## src/rtl/exc_seq_pkg.sv

```systemverilog
package exc_seq_pkg;
    typedef enum logic [1:0] {
        ST_RUN   = 2'd0,
        ST_DRAIN = 2'd1,
        ST_TAKE  = 2'd2
    } seq_state_e;

    localparam logic [3:0] VEC_NONE      = 4'd0;
    localparam logic [3:0] VEC_RESET     = 4'd1;
    localparam logic [3:0] VEC_MCHK      = 4'd2;
    localparam logic [3:0] VEC_ACCESS    = 4'd3;
    localparam logic [3:0] VEC_TRAP      = 4'd4;
    localparam logic [3:0] VEC_SYSCALL   = 4'd5;
    localparam logic [3:0] VEC_PROGRAM   = 4'd6;
    localparam logic [3:0] VEC_MASK_BASE = 4'd8;

    localparam logic [1:0] FK_ACCESS  = 2'd0;
    localparam logic [1:0] FK_PROGRAM = 2'd1;
    localparam logic [1:0] FK_TRAP    = 2'd2;
    localparam logic [1:0] FK_SYSCALL = 2'd3;
endpackage

```

## src/rtl/exc_irq_gate.sv

```systemverilog
module exc_irq_gate #(
    parameter int N = 3
) (
    input  logic [N-1:0] lines_i,
    input  logic         enable_i,
    output logic [N-1:0] pend_o,
    output logic         any_o
);
    for (genvar i = 0; i < N; i++) begin : g_gate
        assign pend_o[i] = lines_i[i] & enable_i;
    end
    assign any_o = |pend_o;
endmodule

```

## src/rtl/exc_prio.sv

```systemverilog
module exc_prio
    import exc_seq_pkg::*;
#(
    parameter int N = 3
) (
    input  logic         nmi_reset_i,
    input  logic         nmi_mchk_i,
    input  logic         sync_hit_i,
    input  logic [1:0]   fault_kind_i,
    input  logic [N-1:0] pend_i,
    output logic [3:0]   vec_o,
    output logic         nonrec_o,
    output logic         use_fault_pc_o,
    output logic         step_pc_o
);
    logic [3:0] mask_vec;

    // lowest index wins among the maskable lines
    always_comb begin
        mask_vec = VEC_NONE;
        for (int i = N - 1; i >= 0; i--) begin
            if (pend_i[i]) mask_vec = VEC_MASK_BASE + 4'(i);
        end
    end

    always_comb begin
        nonrec_o       = 1'b0;
        use_fault_pc_o = 1'b0;
        step_pc_o      = 1'b0;
        if (nmi_reset_i) begin
            vec_o    = VEC_RESET;
            nonrec_o = 1'b1;
        end else if (nmi_mchk_i) begin
            vec_o    = VEC_MCHK;
            nonrec_o = 1'b1;
        end else if (sync_hit_i) begin
            use_fault_pc_o = 1'b1;
            unique case (fault_kind_i)
                FK_ACCESS:  vec_o = VEC_ACCESS;
                FK_PROGRAM: vec_o = VEC_PROGRAM;
                FK_TRAP:    begin vec_o = VEC_TRAP;    step_pc_o = 1'b1; end
                FK_SYSCALL: begin vec_o = VEC_SYSCALL; step_pc_o = 1'b1; end
                default:    vec_o = VEC_ACCESS;
            endcase
        end else begin
            vec_o = mask_vec;
        end
    end
endmodule

```

## src/rtl/exc_save.sv

```systemverilog
module exc_save #(
    parameter int PC_W       = 32,
    parameter int SW         = 16,
    parameter int EE_BIT     = 15,
    parameter int RI_BIT     = 1,
    parameter int INSN_BYTES = 4
) (
    input  logic            clk,
    input  logic            rst_n,
    input  logic            capture_i,
    input  logic [3:0]      vec_i,
    input  logic            nonrec_i,
    input  logic            use_fault_pc_i,
    input  logic            step_pc_i,
    input  logic [PC_W-1:0] fault_pc_i,
    input  logic [PC_W-1:0] resume_pc_i,
    input  logic            stat_we_i,
    input  logic [SW-1:0]   stat_wd_i,
    output logic [SW-1:0]   stat_o,
    output logic [PC_W-1:0] srr0_o,
    output logic [SW-1:0]   srr1_o,
    output logic [3:0]      vec_o,
    output logic            recov_o
);
    localparam logic [PC_W-1:0] STEP = PC_W'(INSN_BYTES);

    logic [SW-1:0]   stat_q, stat_exc;
    logic [PC_W-1:0] save_pc;

    always_comb begin
        stat_exc         = stat_q;
        stat_exc[EE_BIT] = 1'b0;
        stat_exc[RI_BIT] = ~nonrec_i;
    end

    always_comb begin
        if (!use_fault_pc_i)  save_pc = resume_pc_i;
        else if (step_pc_i)   save_pc = fault_pc_i + STEP;
        else                  save_pc = fault_pc_i;
    end

    always_ff @(posedge clk or negedge rst_n) begin
        if (!rst_n) begin
            stat_q  <= '0;
            srr0_o  <= '0;
            srr1_o  <= '0;
            vec_o   <= '0;
            recov_o <= 1'b0;
        end else if (capture_i) begin
            srr1_o  <= stat_q;
            stat_q  <= stat_exc;
            srr0_o  <= save_pc;
            vec_o   <= vec_i;
            recov_o <= ~nonrec_i;
        end else if (stat_we_i) begin
            stat_q  <= stat_wd_i;
        end
    end

    assign stat_o = stat_q;
endmodule

```

## src/rtl/exc_seq.sv

```systemverilog
module exc_seq
    import exc_seq_pkg::*;
#(
    parameter int PC_W       = 32,
    parameter int SW         = 16,
    parameter int EE_BIT     = 15,
    parameter int RI_BIT     = 1,
    parameter int INSN_BYTES = 4
) (
    input  logic            clk,
    input  logic            rst_n,
    input  logic            insn_busy,
    input  logic            insn_done,
    input  logic            fault_req,
    input  logic [1:0]      fault_kind,
    input  logic [PC_W-1:0] fault_pc,
    input  logic [PC_W-1:0] resume_pc,
    input  logic            irq_ext,
    input  logic            irq_smi,
    input  logic            irq_dec,
    input  logic            nmi_reset,
    input  logic            nmi_mchk,
    input  logic            stat_we,
    input  logic [SW-1:0]   stat_wd,
    output logic            take_o,
    output logic [3:0]      vec_o,
    output logic [PC_W-1:0] srr0_o,
    output logic [SW-1:0]   srr1_o,
    output logic            recov_o,
    output logic [SW-1:0]   stat_o,
    output logic            commit_o
);
    localparam int NMASK = 3;

    seq_state_e       state_q, state_d;
    logic [NMASK-1:0] pend;
    logic             pend_any, sync_hit, urgent, capture;
    logic [3:0]       win_vec;
    logic             nonrec, use_fault_pc, step_pc;

    assign sync_hit = insn_done & fault_req;
    assign urgent   = nmi_reset | nmi_mchk | sync_hit;

    exc_irq_gate #(.N(NMASK)) u_gate (
        .lines_i  ({irq_dec, irq_smi, irq_ext}),
        .enable_i (stat_o[EE_BIT]),
        .pend_o   (pend),
        .any_o    (pend_any)
    );

    exc_prio #(.N(NMASK)) u_prio (
        .nmi_reset_i    (nmi_reset),
        .nmi_mchk_i     (nmi_mchk),
        .sync_hit_i     (sync_hit),
        .fault_kind_i   (fault_kind),
        .pend_i         (pend),
        .vec_o          (win_vec),
        .nonrec_o       (nonrec),
        .use_fault_pc_o (use_fault_pc),
        .step_pc_o      (step_pc)
    );

    exc_save #(
        .PC_W(PC_W), .SW(SW), .EE_BIT(EE_BIT), .RI_BIT(RI_BIT), .INSN_BYTES(INSN_BYTES)
    ) u_save (
        .clk            (clk),
        .rst_n          (rst_n),
        .capture_i      (capture),
        .vec_i          (win_vec),
        .nonrec_i       (nonrec),
        .use_fault_pc_i (use_fault_pc),
        .step_pc_i      (step_pc),
        .fault_pc_i     (fault_pc),
        .resume_pc_i    (resume_pc),
        .stat_we_i      (stat_we),
        .stat_wd_i      (stat_wd),
        .stat_o         (stat_o),
        .srr0_o         (srr0_o),
        .srr1_o         (srr1_o),
        .vec_o          (vec_o),
        .recov_o        (recov_o)
    );

    // state register
    always_ff @(posedge clk or negedge rst_n) begin
        if (!rst_n) state_q <= ST_RUN;
        else        state_q <= state_d;
    end

    // transitions: RUN/DRAIN -> TAKE on a winner, RUN -> DRAIN while in flight
    always_comb begin
        state_d = state_q;
        capture = 1'b0;
        unique case (state_q)
            ST_RUN, ST_DRAIN: begin
                if (urgent) begin
                    state_d = ST_TAKE;
                    capture = 1'b1;
                end else if (pend_any) begin
                    if (!insn_busy || insn_done) begin
                        state_d = ST_TAKE;
                        capture = 1'b1;
                    end else begin
                        state_d = ST_DRAIN;
                    end
                end else begin
                    state_d = ST_RUN;
                end
            end
            ST_TAKE: state_d = ST_RUN;
            default: state_d = ST_RUN;
        endcase
    end

    // outputs
    always_comb begin
        take_o   = (state_q == ST_TAKE);
        commit_o = insn_done & ~fault_req & ~nmi_reset & ~nmi_mchk
                   & (state_q != ST_TAKE);
    end
endmodule

```

## config.mk

```make
export PLATFORM = sky130hd
export DESIGN_NAME = exc_seq
export DESIGN_NICKNAME = d
export VERILOG_FILES = /design/src/rtl/exc_seq_pkg.sv /design/src/rtl/exc_irq_gate.sv /design/src/rtl/exc_prio.sv /design/src/rtl/exc_save.sv /design/src/rtl/exc_seq.sv
export SDC_FILE = /design/constraint.sdc
export NUM_CORES = 1
export LEC_CHECK = 0
export BUFFER_PORTS_ARGS = -buffer_cell sky130_fd_sc_hd__buf_2
export CORE_MARGIN = 2
export CORE_UTILIZATION = 35
export DETAILED_ROUTE_END_ITERATION = 6
export PLACE_DENSITY_LB_ADDON = 0.08
export SLEW_MARGIN = 30
export SYNTH_ARGS = -nofsm -noshare
export SYNTH_HDL_FRONTEND = slang
export SYNTH_SLANG_ARGS = --single-unit
```

## constraint.sdc

```tcl
create_clock -name clk -period 1.5 [get_ports clk]
set_input_delay 0.45 -clock clk [delete_from_list [all_inputs] [get_ports clk]]
set_output_delay 0.45 -clock clk [all_outputs]
set_load 0.05 [all_outputs]
```

Word-level counts from Yosys, hierarchy flattened
Index checks and enable logic that the tools add are counted.
W data, S select, Z words.

cells by class
  reductions and logical operators = 9
  add/subtract/negate cells = 1
  bitwise operators = 15
  muxes and demuxes = 28
  eq/ne operators = 6

operator list
  kind                     count
  $mux W32                 2
  $add A32 B3 Y32 const B  1
  $mux W16                 2
  $mux W4                  6
  $pmux W4 S4              1
  $mux W1                  13
  $and A1 B1 Y1            8
  $mux W2                  4
  $eq A2 B2 Y1 const B     3
  $not A1 Y1               5
  $eq A2 B1 Y1 const B     2
  $logic_not A2 Y1         2
  $reduce_or A2 Y1         2
  $reduce_or A3 Y1         1
  $ne A2 B2 Y1 const B     1
  $or A1 B1 Y1             2
  $reduce_and A2 Y1        1
  $reduce_bool A2 Y1       1
  $logic_not A1 Y1         1
  $logic_or A1 B1 Y1       1

word-level totals
  register bits = 71
  bits of input ports = 93
  output and inout port bits = 71

Longest topological paths before layout
Gate-level depths: netlist of the first run.

  word-level depth = 8
  mapped depth = 8
  depth with buffers taken out = 7

Cells and area by module
Synthesis of the first run repeated with hierarchy kept, for this count alone.

second synthesis, totals
  cell total of the unflattened synthesis = 369
  area, all modules = 3,851.2 µm²

modules (own cells, without submodules)
  module        area each (µm²)  instances  cells each
  exc_save      3,563.4          1          334
  exc_prio      142.6            1          19
  exc_seq       116.4            1          12
  exc_irq_gate  28.8             1          4

Worst setup path before layout of the first run
OpenSTA, ideal clock, no wires.

  kind = input to output
  start point = input nmi_mchk
  end point = output commit_o
  buffers on the path = 1
  slack = -1.479 ns
  data required time = 1.050 ns
  stages on the path = 3
  arrival = 2.529 ns
  path through = or2_2 > clkbuf_1 > nor4b_1

on the way
  word-level cells in the longest chain between the ends = 3

ends and longest elaborated chain
  what                RTL line        text
  start: declaration  exc_seq.sv:22   input logic nmi_mchk,
  $not A1 Y1          exc_seq.sv:118  commit_o = insn_done & ~fault_req & ~nmi_reset & ~nmi_mchk
  $and A1 B1 Y1       exc_seq.sv:118
  $and A1 B1 Y1       exc_seq.sv:119  & (state_q != ST_TAKE);
  end: declaration    exc_seq.sv:31   output logic commit_o

Every way passes these cells.

Final worst setup path of the first run
Same ends and word-level chain as after synthesis.

==> impl_metrics.json, run 1 <==
{
  "vias_per_cell": 4.92,
  "ys.flop_type": "dfrtp_1",
  "cts_buffer_depth": 2,
  "yosysMostFrequentCell": "nand2_1",
  "io_buffers": 163,
  "finalWorstSetupSlack_ns": -0.248,
  "dpl.hpwl_mm": 9.29,
  "initial_core_util": 0.359,
  "synthTopCellsByCount": "99 x nand2_1, 71 x dfrtp_1, 27 x nor2_1, 17 x o21ai_0, 17 x xor2_1",
  "synthArstFlopShare": 1.00,
  "area_growth_pct": 68.6,
  "r2r_start": "u_save.stat_o[15]",
  "drive_above_1_share": 0.547,
  "ys_types": 48,
  "vias": 4010,
  "totalPowerFinal_w": 0.00964,
  "status": "finished, violations left",
  "die_area_um2": 11900,
  "netlist_instances": 422,
  "nets": 768,
  "leakagePower_nw": 3.20,
  "relSlewSlack": 0.762,
  "grt_overflow": 0,
  "synth_edf_count": 0,
  "startpoint_type": "input pin",
  "die_y_um": 109,
  "r2r_end": "u_save.srr0_o[27]",
  "numCtsBuffers": 9,
  "synth_area_leader_cell": "dfrtp_1",
  "syn_area_um2": 3870,
  "post-route-min-period_ns": 1.75,
  "yosysSeqAreaShare": 0.459,
  "synth_nets": 520,
  "ff2ff_path_depth": 6,
  "violations": "setup timing",
  "fin_setup_tns_ns": -0.818,
  "cts_tree": "built",
  "antenna_found_initial": 0,
  "hp-start": "nmi_reset",
  "hold_ws_ns": 0.280,
  "crit_required_ns": 1.05,
  "layout.cells.non_filler": 815,
  "yosysTopAreaCellShare": 0.459,
  "gp_congestion": 0.843,
  "fp-row-count": 38,
  "ir_drop_mv": 0.876,
  "hold_viol_final": 0,
  "power_density_nw_per_um2": 1480,
  "cap_violations": 0,
  "crit_type": "input pin to output port",
  "final_antenna_net_count": 0,
  "drtIter0Drc": 122,
  "drv_slew": 0,
  "setup_violations": 22,
  "hold_class": "input pin to flop",
  "syn_area_per_cell_um2": 9.17,
  "fin_skew_ns": 0.00820,
  "dp.cells": 768,
  "ys_ff_latch": 71,
  "fmax_ghz": 0.572,
  "routed_wl_mm": 12.6,
  "dieWidth_um": 109,
  "rsz0062_at_grt": "yes",
  "clk_pin_slew_worst_paths_ns": 0.07,
  "worst_skew_pair.late_latency_ns": 0.35,
  "grt_pass1_wl_mm": 19.2,
  "grt_pass1_vias": 3922,
  "grt_use_total": 0.208,
  "root_buffer": "clkbuf_8",
  "worstPathArrival_ns": 1.30,
  "cts.sinks": 71,
  "critPathMaxFanout": 4,
  "startpoint": "nmi_mchk",
  "yosys_warnings": 0,
  "ys_top_cells_by_area": "dfrtp_1 46%, nand2_1 9.6%, mux2_2 4.4%",
  "htreeDepth": 3,
  "drt_pre_antenna_iters": 4,
  "dpl_worst_slack_ns": -0.460,
  "io_pins": 164,
  "core_area_um2": 10800,
  "min_to": "u_save.vec_o[1]",
  "worst_pin_slew_ns": 0.354,
  "drcViolationCount": 0,
  "worstSetupEndpointType": "output port",
  "r2r_slack_ns": -0.02,
  "grt_max_degree": 30,
  "diodes": 0,
  "finalCritPeriodShare": 1.17,
  "worstHoldPathCells": 2,
  "routedWlPerCell_um": 15.5
}
## routing by layer
layer	part of all wire	vias up	global-route usage
li1	-	1971	-
met5	0	-	0
met3	0.057	13	0.0365
met1	0.44	1899	0.264
met2	0.49	127	0.354
met4	0.011	0	0.0759
## flip-flops by register name (all words and copies together), names as in the netlist
name / count
state_q: 2
u_save.vec_o: 4
u_save.recov_o: 1
u_save.srr0_o: 32
u_save.srr1_o: 16
u_save.stat_o: 16
## cells by family (layout without fill, tap and decap cells)
family	Yosys count	after routing	share of synthesized area
AO/OA/AOI/OAI	69	69	0.116
XOR/XNOR	24	24	0.0543
adder cells (fa/ha/maj)	5	5	0.0162
buffers and inverters	43	294	0.0595
flip-flops	71	71	0.459
multiplexers	20	20	0.0566
AND/OR/NAND/NOR	190	192	0.239
## cells in the final DEF (no fill, tap or decap), types with 4 or more instances in the layout
master     instances
inv_1              5
a211oi_2           4
buf_8              4
a31oi_1            5
nor2_1            20
xor2_1            17
nand3_2            6
mux2i_1            5
buf_4             78
bufinv_16          4
o22ai_1            5
xnor2_1            6
o21ai_0            5
o21ai_1            8
nand2_1           89
dfrtp_1           71
o221ai_1           7
nor2_4             5
mux2_4            15
nand2_8            4
buf_12             8
buf_2            149
nand3_1            6
nand4_1           15
a21oi_1           10
clkbuf_4           5
buf_6             21
and3_1             7
clkbuf_8           9
nand2_2            8
## per-stage QoR
stage          area (um2)   util
2_1_floorplan        4100      -
3_3_place_gp         5450  0.505
3_5_place_dp         5450  0.505
4_1_cts              6020  0.558
5_1_grt              6530  0.605
6_report             6530  0.605
## how the worst max path moves through the flow
| stage | depth (start not counted) | endpoint | slack (ns) |
|---|---|---|---|
| 5_1_grt | 4 | commit_o | -0.28 |
| 4_1_cts | 4 | commit_o | -0.24 |
| 3_3_place_gp | 9 | u_save.srr0_o[29] | -0.44 |
| 6_report | 4 | commit_o | -0.25 |
| 3_5_place_dp | 9 | u_save.srr0_o[26] | -0.46 |
| 2_1_floorplan | 3 | commit_o | -0.43 |
## area by class of cell
cell class / count / area (um2)
timing repair inverter: 1 / 8.76
multi-input combinational: 310 / 2330
clock buffer: 9 / 124
tap: 140 / 175
timing repair buffer: 269 / 1910
clock inverter: 7 / 143
inverter: 8 / 50.0
fill: 962 / 4270
sequential: 71 / 1780
## where the power goes
group,internal (W),total [W],leakage (nW),switching [W]
combinational,0.00151,0.00473,2.21,0.00322
clock,0.00128,0.00209,0.134,0.000813
sequential,0.00248,0.00282,0.858,0.000345
total,0.00526,0.00964,3.20,0.00438
## worst max-delay path: stages
cell	delay [ns]
buf_4	0.13
or2_4	0.24
nor4b_4	0.28
buf_6	0.20
## repair_timing
action                                  in CTS  in global routing
pin swaps                                   13                 42
hold buffers                                 1                  0
gates cloned                                 2                  4
endpoints found under the hold margin       17                  0
resized for setup                           36                 95
setup buffers                               15                 11
endpoints found under the setup margin      46                 57
Note: power is estimated with default switching activity, not from simulation.
==> inputs of run 2 (changes only) <==
--- a/config.mk
+++ b/config.mk
@@ -5,6 +5,7 @@
 export SDC_FILE = /design/constraint.sdc
 export NUM_CORES = 1
 export LEC_CHECK = 0
+export ABC_AREA = 1
 export BUFFER_PORTS_ARGS = -buffer_cell sky130_fd_sc_hd__buf_2
 export CORE_MARGIN = 2
 export CORE_UTILIZATION = 35
==> constraint.sdc (replaced) <==
create_clock -name clk -period 1.5 [get_ports clk]
set_input_delay 0.45 -clock clk [delete_from_list [all_inputs] [get_ports clk]]
set_output_delay 0.45 -clock clk [all_outputs]
set_load 0.01 [all_outputs]
==> impl_metrics.json, run 2 <==
{
  "status": "finished, violations left",
  "violations": "setup timing",
  "area_growth_pct": 41.9,
  "relSlewSlack": 0.727,
  "numCtsBuffers": 9,
  "synth_edf_count": 0,
  "post-route-min-period_ns": 1.54,
  "power_density_nw_per_um2": 1230,
  "ys_types": 31,
  "rsz0062_at_grt": "yes",
  "hold_class": "input pin to async pin",
  "grt_overflow": 0,
  "synth_nets": 686,
  "yosysMostFrequentCell": "nand2_1",
  "r2r_slack_ns": 0.18,
  "worst_pin_slew_ns": 0.409,
  "vias_per_cell": 4.69,
  "syn_area_per_cell_um2": 7.14,
  "postLayoutCellArea_um2": 5950,
  "layout_common_cells": "160 x nand2_1, 158 x buf_2, 81 x nor2_1, 71 x dfrtp_1, 53 x inv_1",
  "htreeDepth": 3,
  "fmax_ghz": 0.648,
  "routed_wl_mm": 12.3,
  "worst_skew_pair.late_latency_ns": 0.33,
  "final_common_cell": "nand2_1",
  "cts_tree": "built",
  "routedWlPerCell_um": 13.1,
  "root_buffer": "clkbuf_16",
  "clk_pin_slew_worst_paths_ns": 0.06,
  "startpoint_type": "input pin",
  "crit_type": "input pin to output port",
  "synthArstFlopShare": 1.00,
  "grt_pass1_wl_mm": 20.3,
  "hold_viol_final": 0,
  "die_area_um2": 12900,
  "dieWidth_um": 114,
  "worstPathArrival_ns": 1.09,
  "drt_pre_antenna_iters": 4,
  "fp-row-count": 39,
  "largest_reg_flops": 32,
  "fin_setup_tns_ns": -0.0424,
  "antenna_found_initial": 1,
  "cts_hold_buf": 0,
  "dpl.hpwl_mm": 9.31,
  "startpoint": "nmi_mchk",
  "placed_area_um2": 5420,
  "dp.cells": 910,
  "ys.flop_type": "dfrtp_1",
  "ir_drop_mv": 0.516,
  "finalCritPeriodShare": 1.03,
  "leakagePower_nw": 3.11,
  "final_antenna_net_count": 0,
  "initial_core_util": 0.363,
  "vias": 4380,
  "yosysSeqAreaShare": 0.423,
  "finalWorstSetupSlack_ns": -0.0424,
  "critPathMaxFanout": 2,
  "cts_buffer_depth": 2,
  "drive_above_1_share": 0.351,
  "setup_violations": 1,
  "cap_violations": 0,
  "drtIter0Drc": 159,
  "cts.sinks": 71,
  "netlist_instances": 588,
  "r2r_start": "u_save.stat_o[15]",
  "totalPowerFinal_w": 0.00733,
  "drv_slew": 0,
  "layout.cells.non_filler": 934,
  "synthTopCellsByCount": "166 x nand2_1, 86 x nor2_1, 71 x dfrtp_1, 58 x inv_1, 51 x nand3_1",
  "yosys_warnings": 0,
  "grt_pass1_vias": 4260,
  "drcViolationCount": 0,
  "io_pins": 164,
  "die_y_um": 114,
  "yosysTopAreaCellShare": 0.423,
  "grt_max_degree": 37,
  "grt_use_total": 0.196,
  "fill_cells": 1197,
  "gp_congestion": 0.834,
  "io_buffers": 163,
  "synth_area_leader_cell": "dfrtp_1",
  "top_register": "u_save.srr0_o",
  "core_area_um2": 11600,
  "hold_ws_ns": 0.0527,
  "nets": 883,
  "worstSetupEndpointType": "output port",
  "fin_skew_ns": 0.00547,
  "ys_ff_latch": 71,
  "syn_area_um2": 4200,
  "crit_required_ns": 1.05,
  "ys_top_cells_by_area": "dfrtp_1 42%, nand2_1 15%, nor2_1 7.7%"
}
-- run 2: cell types whose count changed after synthesis, moves of 10 or more --
cell     previous run  this run
inv_1               8        58
nand2_1            99       166
mux2_2             15         0
a21oi_1            13        37
xor2_1             17         1
o21ai_0            17        27
nor2_1             27        86
nand3_1            11        51
-- run 2: power by group --
| part | internal, W | switching [W] |
|---|---|---|
| Clock | 0.00163 | 0.000883 |
| Combinational | 0.000895 | 0.00122 |
| Sequential | 0.00243 | 0.000266 |
-- run 2: critical path, stage by stage --
cell and delay [ns]:
buf_6 0.10, nor2_4 0.12, buf_6 0.11, nand2_4 0.04
nor3_2 0.13, buf_2 0.15
-- run 2: path summary, 6_finish.rpt --
check,endpoint,cells past startpoint
hold reg to reg,state_q[0],1
setup / recovery,commit_o,6
min in group clk,u_save.stat_o[7],3
max in group asynchronous,u_save.srr0_o[15],2
setup reg to reg,u_save.srr0_o[5],6
hold / removal,u_save.stat_o[0],1
-- run 2: kinds of logic (layout without fill, tap and decap cells) --
group           Yosys count  in the layout  share of synthesized area
compound gates           78             78                     0.0990
fa+ha+maj                 5              5                     0.0149
other cells               0              1                          0
xor+xnor                  1              1                    0.00209
flops                    71             71                      0.423
buf+inv                  97            298                      0.118
simple gates            336            337                      0.343
-- run 2: timing repair --
item,4_1_cts,5_1_grt
pin swaps,2,12
gates cloned,0,1
setup endpoints to repair,2,29
setup buffers,3,3
resized for setup,11,29
-- run 2: layout make-up --
class / count / area [um2] / share of cell area
clock buffer: 9 / 225 / 0.0378
tap: 143 / 179 / 0.0301
clock inverter: 7 / 121 / 0.0204
inverter: 62 / 249 / 0.0418
antenna: 1 / 2.50 / 0.000420
sequential: 71 / 1780 / 0.298
multi-input combinational: 421 / 2040 / 0.343
timing repair buffer: 220 / 1360 / 0.228
-- run 2: routing by layer --
metal | track usage | vias up | share of wire
met1 | 0.255 | 2002 | 0.47
li1 | - | 2253 | -
met3 | 0.0446 | 9 | 0.057
met2 | 0.324 | 116 | 0.47
met5 | 0 | - | 0
met4 | 0.0634 | 0 | 0.0096
-- run 2: metrics by stage --
stage | worst slack (ns) | util
after floorplan | 0.00239 | -
after detailed placement | -0.333 | 0.468
after global routing | -0.0776 | 0.515
after CTS | -0.0592 | 0.503
after global placement | -0.295 | 0.468
final | -0.0424 | 0.515
==> inputs of run 3 (changes only) <==
--- a/config.mk
+++ b/config.mk
@@ -6,12 +6,11 @@
 export NUM_CORES = 1
 export LEC_CHECK = 0
 export ABC_AREA = 1
-export BUFFER_PORTS_ARGS = -buffer_cell sky130_fd_sc_hd__buf_2
 export CORE_MARGIN = 2
 export CORE_UTILIZATION = 35
 export DETAILED_ROUTE_END_ITERATION = 6
+export DONT_BUFFER_PORTS = 1
 export PLACE_DENSITY_LB_ADDON = 0.08
-export SLEW_MARGIN = 30
 export SYNTH_ARGS = -nofsm -noshare
 export SYNTH_HDL_FRONTEND = slang
 export SYNTH_SLANG_ARGS = --single-unit
==> constraint.sdc (replaced) <==
create_clock -name clk -period 1.8 [get_ports clk]
set_input_delay 0.54 -clock clk [delete_from_list [all_inputs] [get_ports clk]]
set_output_delay 0.54 -clock clk [all_outputs]
set_load 0.01 [all_outputs]
==> impl_metrics.json, run 3 (synthesis results as in run 2) <==
{
  "critPathMaxFanout": 2,
  "startpoint_type": "flop",
  "drt_pre_antenna_iters": 5,
  "slowest_stage": "dfrtp_1",
  "drcViolationCount": 0,
  "grt_pass1_vias": 3554,
  "multi_input_area_um2": 1930,
  "hold_class": "input pin to async pin",
  "grt_use_total": 0.177,
  "cts.sinks": 71,
  "finalCritPeriodShare": 0.959,
  "worst_skew_pair.late_latency_ns": 0.33,
  "fmax_ghz": 0.579,
  "diodes": 0,
  "clk_pin_slew_worst_paths_ns": 0.06,
  "numCtsBuffers": 9,
  "io_buffers": 0,
  "finalCoreUtilization": 0.401,
  "dieWidth_um": 114,
  "die_area_um2": 12900,
  "cap_violations": 0,
  "cts_tree": "built",
  "fin_setup_tns_ns": 0,
  "drtIter0Drc": 190,
  "status": "finished, violations left",
  "drv_slew": 0,
  "layout_common_cells": "166 x nand2_1, 85 x nor2_1, 71 x dfrtp_1, 58 x inv_1, 51 x nand3_1",
  "leakagePower_nw": 2.23,
  "fp-row-count": 39,
  "root_buffer": "clkbuf_16",
  "r2r_end": "u_save.srr0_o[10]",
  "relSlewSlack": 0.794,
  "r2r_start": "u_save.stat_o[15]",
  "worstPathArrival_ns": 1.19,
  "path_cells": "inv_1 -> nor2_2 -> nor3_2 -> buf_4",
  "die_y_um": 114,
  "finalWorstSetupSlack_ns": 0.0740,
  "vias_per_cell": 4.91,
  "ir_drop_mv": 0.371,
  "violations": "hold timing",
  "dpl.hpwl_mm": 8.55,
  "rsz0062_at_grt": "no",
  "top_register": "u_save.srr0_o",
  "ff2ff_path_depth": 7,
  "io_pins": 164,
  "antenna_found_initial": 0,
  "hold_ws_ns": -0.101,
  "drive_above_1_share": 0.108,
  "routedWlPerCell_um": 15.1,
  "htreeDepth": 3,
  "power_density_nw_per_um2": 1100,
  "worst_pin_slew_ns": 0.308,
  "critPathMaxStageDelay_ns": 0.38,
  "vias": 3627,
  "ff_latch_area_um2": 1780,
  "setup_violations": 0,
  "final_common_cell": "nand2_1",
  "post-route-min-period_ns": 1.73,
  "r2r_slack_ns": 0.45,
  "crit_family": "flip-flops",
  "largest_reg_flops": 32,
  "cts_buffer_depth": 2,
  "area_growth_pct": 10.4,
  "crit_type": "flop to output port",
  "grt_max_degree": 72,
  "worstSetupEndpointType": "output port",
  "hold_viol_final": 71,
  "grt_overflow": 0,
  "crit_buf_inv": 2,
  "dpl_worst_slack_ns": -0.0887,
  "nets": 688,
  "initial_core_util": 0.363,
  "fin_skew_ns": 0.00492,
  "routed_wl_mm": 11.2,
  "fill_cells": 1226,
  "final_antenna_net_count": 0,
  "core_area_um2": 11600,
  "gp_congestion": 0.854,
  "grt_pass1_wl_mm": 18.0,
  "crit_required_ns": 1.26
}
## run 3: area by class of cell
cell class,instances,share of cell area
timing repair buffer,26,0.0475
inverter,62,0.0516
sequential,71,0.384
clock inverter,6,0.00999
multi-input combinational,420,0.417
clock buffer,10,0.0516
tap,143,0.0386
## run 3: worst reg2reg max path, stage by stage (launching register included)
cell	delay, ns
dfrtp_1	0.36
nand2_1	0.06
o21ai_1	0.14
nand2_2	0.13
inv_2	0.21
buf_4	0.22
nor2_1	0.06
a21oi_1	0.11
## run 3: per-layer routing
layer,track usage,routed length (um),part of all wire,vias to the layer above
met5,0,0,0,-
met4,0.0707,209,0.019,0
met3,0.0574,956,0.086,15
met2,0.282,5170,0.46,137
met1,0.224,4830,0.43,1621
li1,-,-,-,1854
## run 3: per-stage QoR
step                      cell area [um2]  power (W)  hold WS, ns  instances
after floorplan                      4200    0.00328        0.244        588
after global placement               4340    0.00343        0.246        722
after detailed placement             4340    0.00346        0.247        722
after CTS                            4620    0.00519       -0.121        738
after global routing                 4630    0.00543       -0.118        738
final                                4630    0.00510       -0.101        738
## run 3: timing repair
item                                    CTS  global route
resized for setup                         0             2
endpoints found under the setup margin    0             1
endpoints found under the hold margin    71            71
buffers inserted                          0             0
## run 3: worst max-delay path by stage
stage	start	to	slack [ns]	depth (start not counted)
after floorplan	fault_kind[0]	u_save.srr0_o[21]	0.08	13
after global placement	fault_kind[0]	u_save.srr0_o[28]	-0.08	13
after detailed placement	fault_kind[0]	u_save.srr0_o[28]	-0.09	13
after CTS	state_q[1]	commit_o	0.009	4
after global routing	state_q[1]	commit_o	0.03	4
final	state_q[1]	commit_o	0.07	4
## run 3: report_power, final
| group | switching (W) | total (W) | internal (W) |
|---|---|---|---|
| combinational | 0.000514 | 0.000845 | 0.000331 |
| sequential | 0.000530 | 0.00256 | 0.00203 |
| clock | 0.000716 | 0.00169 | 0.000974 |
